--- config.mk ---
export PLATFORM = sky130hd
export DESIGN_NAME = wrs_resizer
export DESIGN_NICKNAME = d
export VERILOG_FILES = /design/src/rtl/wrs_pkg.sv /design/src/rtl/wrs_clear_qual.sv /design/src/rtl/wrs_pack.sv /design/src/rtl/wrs_unpack.sv /design/src/rtl/wrs_resizer.sv
export SDC_FILE = /design/constraint.sdc
export NUM_CORES = 1
export LEC_CHECK = 0
export CORE_MARGIN = 2
export CORE_UTILIZATION = 36
export DETAILED_ROUTE_END_ITERATION = 10
export PLACE_DENSITY = 0.74
export SLEW_MARGIN = 20
export SYNTH_ARGS = -nofsm -noshare
export SYNTH_HDL_FRONTEND = slang
export SYNTH_SLANG_ARGS = --single-unit
--- constraint.sdc ---
create_clock -name clk -period 2 [get_ports clk]
set_clock_uncertainty 0.2 [all_clocks]
set_input_delay 0.4 -clock clk [delete_from_list [all_inputs] [get_ports clk]]
set_output_delay 0.4 -clock clk [all_outputs]
set_load 0.1 [all_outputs]
--- src/rtl/wrs_pkg.sv ---
package wrs_pkg;

  // Direction of the width conversion performed by the resizer.
  typedef enum logic {
    WRS_PACK   = 1'b0,  // narrow beats in, wide words out
    WRS_UNPACK = 1'b1   // wide words in, narrow beats out
  } wrs_dir_e;

endpackage

--- src/rtl/wrs_clear_qual.sv ---
module wrs_clear_qual (
  input  logic clk,
  input  logic rst_n,
  input  logic src_quiet,
  input  logic dst_quiet,
  input  logic xfer_pending,
  output logic sync_clr
);

  logic sync_d, sync_q;

  // Both sides quiet and nothing outstanding.
  always_comb begin
    sync_d = src_quiet & dst_quiet & ~xfer_pending;
  end

  always_ff @(posedge clk or negedge rst_n) begin
    if (!rst_n) sync_q <= 1'b0;
    else        sync_q <= sync_d;
  end

  assign sync_clr = sync_q;

  // a pending transaction blocks the clear in the following cycle.
  a_r7_no_clear_when_pending: assert property (@(posedge clk) disable iff (!rst_n)
    xfer_pending |=> !sync_clr);

  // one quiet side alone never produces a clear.
  a_r7_needs_both_sides: assert property (@(posedge clk) disable iff (!rst_n)
    (!src_quiet || !dst_quiet) |=> !sync_clr);

endmodule

--- src/rtl/wrs_pack.sv ---
module wrs_pack #(
  parameter int NARROW_W = 8,
  parameter int RATIO    = 4
) (
  input  logic                       clk,
  input  logic                       rst_n,
  input  logic                       clr,
  input  logic                       in_valid,
  output logic                       in_ready,
  input  logic [NARROW_W-1:0]        in_data,
  output logic                       out_valid,
  input  logic                       out_ready,
  output logic [NARROW_W*RATIO-1:0]  out_data
);

  localparam int WIDE_W = NARROW_W * RATIO;
  localparam int CNT_W  = (RATIO > 1) ? $clog2(RATIO) : 1;
  localparam logic [CNT_W-1:0] LAST_LANE = CNT_W'(RATIO - 1);

  logic [CNT_W-1:0]  cnt_q, cnt_d;
  logic              full_q, full_d;
  logic [WIDE_W-1:0] buf_q, buf_d;
  logic              buf_en;
  logic              in_fire, out_fire, last_lane;

  assign in_ready  = ~full_q;
  assign out_valid = full_q;
  assign out_data  = buf_q;
  assign in_fire   = in_valid & in_ready;
  assign out_fire  = out_valid & out_ready;
  assign last_lane = (cnt_q == LAST_LANE);

  // Next-state logic.
  always_comb begin
    cnt_d  = cnt_q;
    full_d = full_q;
    buf_d  = buf_q;
    buf_en = 1'b0;
    if (clr) begin
      cnt_d  = '0;
      full_d = 1'b0;
    end else begin
      if (out_fire) full_d = 1'b0;
      if (in_fire) begin
        buf_en = 1'b1;
        buf_d[cnt_q*NARROW_W +: NARROW_W] = in_data;
        cnt_d = cnt_q + 1'b1;
        if (last_lane) full_d = 1'b1;
      end
    end
  end

  // Registers.
  always_ff @(posedge clk or negedge rst_n) begin
    if (!rst_n) begin
      cnt_q  <= '0;
      full_q <= 1'b0;
    end else begin
      cnt_q  <= cnt_d;
      full_q <= full_d;
    end
  end

  always_ff @(posedge clk or negedge rst_n) begin
    if (!rst_n)      buf_q <= '0;
    else if (buf_en) buf_q <= buf_d;
  end

  // the word becomes valid only right after the last lane is written.
  a_r2_valid_after_last_lane: assert property (@(posedge clk) disable iff (!rst_n)
    $rose(out_valid) |-> $past(in_fire && last_lane && !clr));

  // a clear empties the lane counter and drops the valid word.
  a_r8_clear_empties: assert property (@(posedge clk) disable iff (!rst_n)
    clr |=> (cnt_q == '0) && !out_valid);

  // without traffic or clear, the partial state is kept.
  a_r6_idle_holds: assert property (@(posedge clk) disable iff (!rst_n)
    (!clr && !in_fire && !out_fire) |=> $stable(cnt_q) && $stable(full_q));

  // a stalled wide word stays put.
  a_r10_stall_stable: assert property (@(posedge clk) disable iff (!rst_n || clr)
    (out_valid && !out_ready) |=> out_valid && $stable(out_data));

endmodule

--- src/rtl/wrs_unpack.sv ---
module wrs_unpack #(
  parameter int NARROW_W = 8,
  parameter int RATIO    = 4
) (
  input  logic                       clk,
  input  logic                       rst_n,
  input  logic                       clr,
  input  logic                       in_valid,
  output logic                       in_ready,
  input  logic [NARROW_W*RATIO-1:0]  in_data,
  output logic                       out_valid,
  input  logic                       out_ready,
  output logic [NARROW_W-1:0]        out_data
);

  localparam int WIDE_W = NARROW_W * RATIO;
  localparam int CNT_W  = (RATIO > 1) ? $clog2(RATIO) : 1;
  localparam logic [CNT_W-1:0] LAST_LANE = CNT_W'(RATIO - 1);

  logic [CNT_W-1:0]  cnt_q, cnt_d;
  logic              load_q, load_d;
  logic [WIDE_W-1:0] buf_q;
  logic              buf_en;
  logic              in_fire, out_fire, last_lane;

  assign in_ready  = ~load_q;
  assign out_valid = load_q;
  assign out_data  = buf_q[cnt_q*NARROW_W +: NARROW_W];
  assign in_fire   = in_valid & in_ready;
  assign out_fire  = out_valid & out_ready;
  assign last_lane = (cnt_q == LAST_LANE);

  // Next-state logic.
  always_comb begin
    cnt_d  = cnt_q;
    load_d = load_q;
    buf_en = 1'b0;
    if (clr) begin
      cnt_d  = '0;
      load_d = 1'b0;
    end else if (in_fire) begin
      buf_en = 1'b1;
      load_d = 1'b1;
      cnt_d  = '0;
    end else if (out_fire) begin
      if (last_lane) begin
        load_d = 1'b0;
        cnt_d  = '0;
      end else begin
        cnt_d  = cnt_q + 1'b1;
      end
    end
  end

  // Registers.
  always_ff @(posedge clk or negedge rst_n) begin
    if (!rst_n) begin
      cnt_q  <= '0;
      load_q <= 1'b0;
    end else begin
      cnt_q  <= cnt_d;
      load_q <= load_d;
    end
  end

  always_ff @(posedge clk or negedge rst_n) begin
    if (!rst_n)      buf_q <= '0;
    else if (buf_en) buf_q <= in_data;
  end

  // a new wide word is taken only after the last lane drained or a clear.
  a_r5_reload_after_drain: assert property (@(posedge clk) disable iff (!rst_n)
    $rose(in_ready) |-> $past(clr || (out_fire && last_lane)));

  // a clear empties the lane counter and drops the valid beat.
  a_r8_clear_empties: assert property (@(posedge clk) disable iff (!rst_n)
    clr |=> (cnt_q == '0) && !out_valid);

  // without traffic or clear, the partial state is kept.
  a_r6_idle_holds: assert property (@(posedge clk) disable iff (!rst_n)
    (!clr && !in_fire && !out_fire) |=> $stable(cnt_q) && $stable(load_q));

  // a stalled narrow beat stays put.
  a_r10_stall_stable: assert property (@(posedge clk) disable iff (!rst_n || clr)
    (out_valid && !out_ready) |=> out_valid && $stable(out_data));

endmodule

--- src/rtl/wrs_resizer.sv ---
module wrs_resizer
  import wrs_pkg::*;
#(
  parameter int       NARROW_W = 8,
  parameter int       RATIO    = 4,
  parameter wrs_dir_e DIR      = WRS_PACK,
  localparam int      WIDE_W   = NARROW_W * RATIO,
  localparam int      UP_W     = (DIR == WRS_PACK) ? NARROW_W : WIDE_W,
  localparam int      DN_W     = (DIR == WRS_PACK) ? WIDE_W : NARROW_W
) (
  input  logic            clk,
  input  logic            rst_n,
  input  logic            src_quiet,
  input  logic            dst_quiet,
  input  logic            xfer_pending,
  output logic            sync_clr,
  input  logic            up_valid,
  output logic            up_ready,
  input  logic [UP_W-1:0] up_data,
  output logic            dn_valid,
  input  logic            dn_ready,
  output logic [DN_W-1:0] dn_data
);

  // RATIO must be a power of two of at least 2.
  initial begin
    assert (RATIO >= 2 && (RATIO & (RATIO - 1)) == 0)
      else $error("wrs_resizer: RATIO must be a power of two >= 2");
  end

  logic clr;

  wrs_clear_qual u_clear (
    .clk          (clk),
    .rst_n        (rst_n),
    .src_quiet    (src_quiet),
    .dst_quiet    (dst_quiet),
    .xfer_pending (xfer_pending),
    .sync_clr     (clr)
  );

  assign sync_clr = clr;

  generate
    if (DIR == WRS_PACK) begin : g_pack
      wrs_pack #(.NARROW_W(NARROW_W), .RATIO(RATIO)) u_pack (
        .clk       (clk),
        .rst_n     (rst_n),
        .clr       (clr),
        .in_valid  (up_valid),
        .in_ready  (up_ready),
        .in_data   (up_data),
        .out_valid (dn_valid),
        .out_ready (dn_ready),
        .out_data  (dn_data)
      );
    end else begin : g_unpack
      wrs_unpack #(.NARROW_W(NARROW_W), .RATIO(RATIO)) u_unpack (
        .clk       (clk),
        .rst_n     (rst_n),
        .clr       (clr),
        .in_valid  (up_valid),
        .in_ready  (up_ready),
        .in_data   (up_data),
        .out_valid (dn_valid),
        .out_ready (dn_ready),
        .out_data  (dn_data)
      );
    end
  endgenerate

  // nothing is offered downstream straight out of reset.
  a_r9_reset_quiet: assert property (@(posedge clk) disable iff (!rst_n)
    $rose(rst_n) |-> !dn_valid && !sync_clr);

endmodule

==> results.py, run 1 <==
metrics = {
    "status": {
        "status": "completed",
    },
    "final_layout": {
        "finish.utilization_pct": 63.8,
        "area_growth_pct": 71.0,
        "multi_input_area_um2": 549,
        "antenna-diode-count": 0,
        "nets": 186,
        "layout-drive-gt1-share_pct": 36.7,
        "seqCellArea_um2": 903,
        "nFillCells": 284,
    },
    "cts": {
        "ctsHoldBuffers": 0,
        "h-tree-depth": 2,
        "cts-root-buf": "clkbuf_8",
        "clk_pin_slew_ps": 70,
        "clock_latency_ps": 290,
        "clock_sinks": 36,
        "clk_path_buf_depth": 2,
        "cts_buffers": 5,
        "cts_tree": "yes",
    },
    "timing": {
        "min_period_ps": 1880,
        "min_period_over_period_pct": 93.8,
        "rsz0062_at_grt": "false",
        "hold_violations": 0,
        "relSlewSlack_pct": 70.9,
        "worst_slack_ps": 125,
        "worst-slew-pin-transition_ps": 437,
        "setup_viol": 0,
        "max_freq_mhz": 533,
        "slew_violations": 0,
    },
    "setup_path": {
        "critPathMaxFanout": 7,
        "crit_required_ps": 2020,
        "setup.worst_path.end_class": "register",
        "arrival_ps": 1900,
        "path_class": "register to register",
        "start_kind": "register",
    },
    "synthesis": {
        "yosys-mux-area-fraction_pct": 0.676,
        "ys_ff_latch": 36,
        "synth-xor-area-share_pct": 0.591,
        "netlist_instances": 103,
        "synth-simple-area-share_pct": 10.9,
        "synth.distinct_cells": 21,
        "synthAdderAreaFrac_pct": 5.07,
        "synth_top_family_by_area": "compound AO/OA/AOI/OAI gates",
        "synth_compound_area_share_pct": 19.4,
        "yosys_warnings": 0,
        "synthesis.nets": 124,
        "syn_area_per_cell_um2": 14.4,
        "ys_seq_area_share_pct": 60.8,
        "netlist_area_um2": 1480,
    },
    "job": {
        "maxCapViolCount": 0,
    },
    "place": {
        "port_buffers": 49,
        "hpwl_mm": 2.91,
        "gp_congestion": 0.757,
        "pre_cts_slack_ps": -51.9,
    },
    "floorplan": {
        "core_um2": 3970,
        "die_x_um": 68.2,
        "start_util_pct": 37.3,
        "die-area_um2": 4640,
        "rows": 23,
        "die_h_um": 68.2,
        "io-pin-count": 50,
    },
    "detailed_routing": {
        "routed_wl_mm": 3.81,
        "vias": 1181,
        "first_pass_iters": 5,
        "drc_errors": 0,
        "avgRoutedWirePerCell_um": 17.6,
        "drtAntennaViolNets": 0,
        "first_iter_violations": 56,
        "via_per_inst": 5.47,
    },
    "grt": {
        "grt_pass1_wl_mm": 6.14,
        "overflow": 0,
        "grt_pass1_vias": 1212,
        "grt_max_degree": 37,
        "antenna_found_initial": 0,
        "grtUsageTotal_pct": 18.6,
    },
    "worst_hold_path": {
        "hold_class": "primary input to async pin",
    },
}
==> through the flow <==
| stage | instance area [um^2] | hold WS (ps) | cells | TNS [ps] |
|---|---|---|---|---|
| 2_1_floorplan | 1490 | -95.6 | 103 | 0 |
| 3_3_place_gp | 2440 | 333 | 208 | 0 |
| 3_5_place_dp | 2440 | 343 | 208 | -483 |
| 4_1_cts | 2530 | 346 | 216 | 0 |
| 5_1_grt | 2530 | 373 | 216 | 0 |
| 6_report | 2530 | 324 | 216 | 0 |
==> cells in the mapped netlist, drive strengths merged <==
library cell,number,share of area (%)
a22o,30,18
a2bb2oi,1,0.59
buf,4,1.8
dfrtp,36,61
ha,6,5.1
inv,3,0.76
mux2i,1,0.68
nand2,3,0.76
nand2b,1,0.42
nand3b,1,0.51
nand4bb,5,3.8
nor2,5,1.4
nor2b,1,0.42
nor3,1,0.68
nor4,2,2.9
o31ai,1,0.51
o41ai,1,0.59
xnor2,1,0.59
==> state kept, by name, summed over array words and instances (netlist names) <==
register,cells
g_pack.u_pack.out_valid,1
u_clear.sync_clr,1
g_pack.u_pack.out_data,32
g_pack.u_pack.cnt_q,2
==> repair_timing <==
action / 4_1_cts / 5_1_grt
endpoints found under the setup margin: 0 / 7
setup buffers: 0 / 0
hold endpoints to repair: 0 / 0
gates resized for setup: 0 / 1
==> per-layer routing <==
metal / vias to the layer above / routed length [um] / track usage [%] / part of all wire, %
met1: 589 / 1440 / 20.4 / 38
met5: - / 0 / 0 / 0
met4: 0 / 53 / 7.00 / 1.4
met3: 6 / 300 / 5.26 / 7.9
li1: 521 / - / - / -
met2: 65 / 2010 / 33.7 / 53
==> kinds of logic after synthesis <==
kind of cell	Yosys count
and+or+nand+nor	19
muxes	1
buffers and inverters	7
DFF	36
adders and majority gates	6
AOI/OAI and AO/OA	33
xor gates and xnor gates	1
==> worst max-delay path, cell delays in order (launching register included) <==
cell,delay [ps]
dfrtp_1,410
inv_1,110
ha_1,320
buf_4,160
nor4_4,420
a22o_1,190
==> cells in the final DEF (no fill, tap or decap), drive strengths merged, types with 2 or more instances in the layout <==
cell type      instances
buf                   45
dfrtp                 36
a22o                  30
clkdlybuf4s50         14
ha                     6
nand4bb                5
clkbuf                 5
nor2                   5
nand2                  3
clkinv                 3
nor4                   2
inv                    2
==> final timing paths <==
check / start / endpoint / slack (ps) / depth (start not counted)
worst max-delay path: g_pack.u_pack.cnt_q[1]$_DFFE_PN0P_ / g_pack.u_pack.out_data[29]$_DFFE_PN0P_ / 120 / 5
worst min register to register: u_clear.sync_clr$_DFF_PN0_ / g_pack.u_pack.out_valid$_DFF_PN0_ / 360 / 1
worst min-delay path: rst_n / g_pack.u_pack.out_data[31]$_DFFE_PN0P_ / 320 / 2
min in group clk: u_clear.sync_clr$_DFF_PN0_ / g_pack.u_pack.out_valid$_DFF_PN0_ / 360 / 1
worst max register to register: g_pack.u_pack.cnt_q[1]$_DFFE_PN0P_ / g_pack.u_pack.out_data[29]$_DFFE_PN0P_ / 120 / 5
max in group asynchronous: rst_n / g_pack.u_pack.out_valid$_DFF_PN0_ / 940 / 2
==> final cells by class <==
class / count / area share (%)
Multi-Input combinational cell: 60 / 21.7
Tap cell: 50 / 2.47
Sequential cell: 36 / 35.7
Clock buffer: 5 / 2.72
Clock inverter: 3 / 0.741
Timing Repair Buffer: 59 / 36.1
Inverter: 3 / 0.593
Power of run 1 is left out: the tool's default activity adds up to more than one toggle a clock period on the data nets, which glitch-free logic cannot reach.
==> inputs of run 2 (changes only) <==
- CAP_MARGIN: unset -> 20
==> results of run 2 <==
No change in the layout: final DEF, timing and power equal those of run 1.
Power of run 2 is left out for the same reason.
==> inputs of run 3 (changes only) <==
- SETUP_SLACK_MARGIN: unset -> 0.1
- TNS_END_PERCENT: unset -> 100
==> run 3 against run 2 <==
First-iteration DRC count decreased by 8.9%; die area unchanged; flip-flop and latch count unchanged; critical endpoint is now g_pack.u_pack.out_data[7]$_DFFE_PN0P_; utilization increased by 1.5 points.
==> results.py, run 3 (synthesis results as in run 1) <==
metrics = {
    "final_layout": {
        "final_common_cell": "buf_12",
        "nFillCells": 290,
        "area_growth_pct": 75.1,
        "final_cell_mix": "36 x buf_12, 34 x dfrtp_1, 30 x a22o_1",
        "antenna-diode-count": 0,
        "nets": 188,
        "largest_register_ffs": 32,
        "layout-drive-gt1-share_pct": 38.1,
    },
    "detailed_routing": {
        "dr.max_layer_used": "met4",
        "drtAntennaViolNets": 0,
        "via_per_inst": 5.42,
        "first_pass_iters": 4,
        "vias": 1181,
        "first_iter_violations": 51,
        "met1_length_mm": 1.56,
        "routed_wl_mm": 3.97,
        "avgRoutedWirePerCell_um": 18.2,
        "wl_met3_um": 276,
        "drc_errors": 0,
        "wl_met2_mm": 2.00,
    },
    "cts": {
        "cts-root-buf": "clkbuf_8",
        "clock_sinks": 36,
        "clock_latency_ps": 290,
        "clk_pin_slew_ps": 70,
        "cts_buffers": 5,
        "clk_path_buf_depth": 2,
        "ctsHoldBuffers": 0,
        "h-tree-depth": 2,
        "cts_tree": "yes",
    },
    "timing": {
        "slew_violations": 0,
        "max_freq_mhz": 551,
        "rsz0062_at_grt": "false",
        "setup_viol": 0,
        "holdWs_ps": 277,
        "worst-slew-pin-transition_ps": 375,
        "relSlewSlack_pct": 75.0,
        "min_period_over_period_pct": 90.8,
        "hold_violations": 0,
        "min_period_ps": 1820,
    },
    "floorplan": {
        "die_x_um": 68.2,
        "start_util_pct": 37.3,
        "io-pin-count": 50,
        "die_h_um": 68.2,
        "core_um2": 3970,
        "die-area_um2": 4640,
        "rows": 23,
    },
    "setup_path": {
        "cp-endpoint": "g_pack.u_pack.out_data[7]$_DFFE_PN0P_",
        "cp.depth": 5,
        "slowest_stage": "dfrtp_1",
        "reg2reg_depth": 5,
        "setup.worst_path.end_class": "register",
        "crit_required_ps": 2030,
        "arrival_ps": 1840,
        "path_class": "register to register",
        "path_delay_family": "simple AND/OR/NAND/NOR gates",
        "worstReg2RegStart": "g_pack.u_pack.cnt_q[1]$_DFFE_PN0P_",
        "cp-startpoint": "g_pack.u_pack.cnt_q[1]$_DFFE_PN0P_",
        "slowest_delay_ps": 380,
        "reg2reg_to": "g_pack.u_pack.out_data[7]$_DFFE_PN0P_",
        "critPathMaxFanout": 8,
        "crit_chain": "inv_1 > ha_1 > nand4bb_1 > nor2_2 > a22o_1",
        "path_buf_inv": 1,
        "start_kind": "register",
        "reg2reg_slack_ps": 180,
    },
    "grt": {
        "grtUsageTotal_pct": 19.5,
        "grt_pass1_wl_mm": 6.36,
        "grt_max_degree": 37,
        "grt_pass1_vias": 1237,
        "antenna_found_initial": 0,
        "overflow": 0,
    },
    "worst_hold_path": {
        "hold_class": "primary input to async pin",
    },
    "place": {
        "gp_congestion": 0.774,
        "port_buffers": 49,
        "hpwl_mm": 2.95,
    },
    "job": {
        "maxCapViolCount": 0,
    },
    "status": {
        "status": "completed",
    },
}
run 3: cell count changes in the layout (fill, tap and decap cells not counted), sizes merged:
cell | previous run | this run
buf | 45 | 47
clkinv | 3 | 1
bufinv | 0 | 1
clkinvlp | 1 | 2
run 3: worst min path at each step:
| stage | from | to | slack [ps] | cells past startpoint |
|---|---|---|---|---|
| after floorplan | rst_n | g_pack.u_pack.cnt_q[0]$_DFFE_PN0P_ | -100 | 0 |
| after detailed placement | u_clear.sync_clr$_DFF_PN0_ | g_pack.u_pack.cnt_q[0]$_DFFE_PN0P_ | 340 | 1 |
| after global routing | rst_n | g_pack.u_pack.out_data[30]$_DFFE_PN0P_ | 300 | 2 |
| after global placement | u_clear.sync_clr$_DFF_PN0_ | g_pack.u_pack.out_valid$_DFF_PN0_ | 330 | 1 |
| after CTS | rst_n | g_pack.u_pack.out_data[17]$_DFFE_PN0P_ | 280 | 2 |
| final | rst_n | g_pack.u_pack.out_data[14]$_DFFE_PN0P_ | 280 | 2 |
run 3: layout make-up:
| type | instances | area [um^2] | area share [%] |
|---|---|---|---|
| tap | 50 | 62.6 | 2.41 |
| clock inverter | 3 | 42.5 | 1.64 |
| timing repair buffer | 61 | 947 | 36.5 |
| clock buffer | 5 | 68.8 | 2.65 |
| multi-input combinational | 60 | 552 | 21.3 |
| inverter | 3 | 15.0 | 0.579 |
| sequential | 36 | 906 | 34.9 |
run 3: repair_timing:
action,in CTS,in global routing
pin swaps,1,1
hold endpoints to repair,0,0
gates resized for setup,1,2
setup buffers,1,1
endpoints found under the setup margin,14,30
run 3: layer usage:
layer	GRT usage [%]	vias up
li1	-	520
met1	22.7	594
met2	32.3	57
met3	5.59	10
met4	10.8	0
met5	0	-
run 3: stage by stage:
step	setup TNS [ps]	setup WS, ps	cells	cell area [um^2]	utilization [%]
2_1_floorplan	0	98.2	103	1490	-
3_3_place_gp	0	51.4	208	2450	61.8
3_5_place_dp	-384	-62.7	208	2450	61.8
4_1_cts	0	134	217	2580	65.0
5_1_grt	0	102	218	2590	65.3
6_report	0	185	218	2590	65.3
Power of run 3 is left out for the same reason.
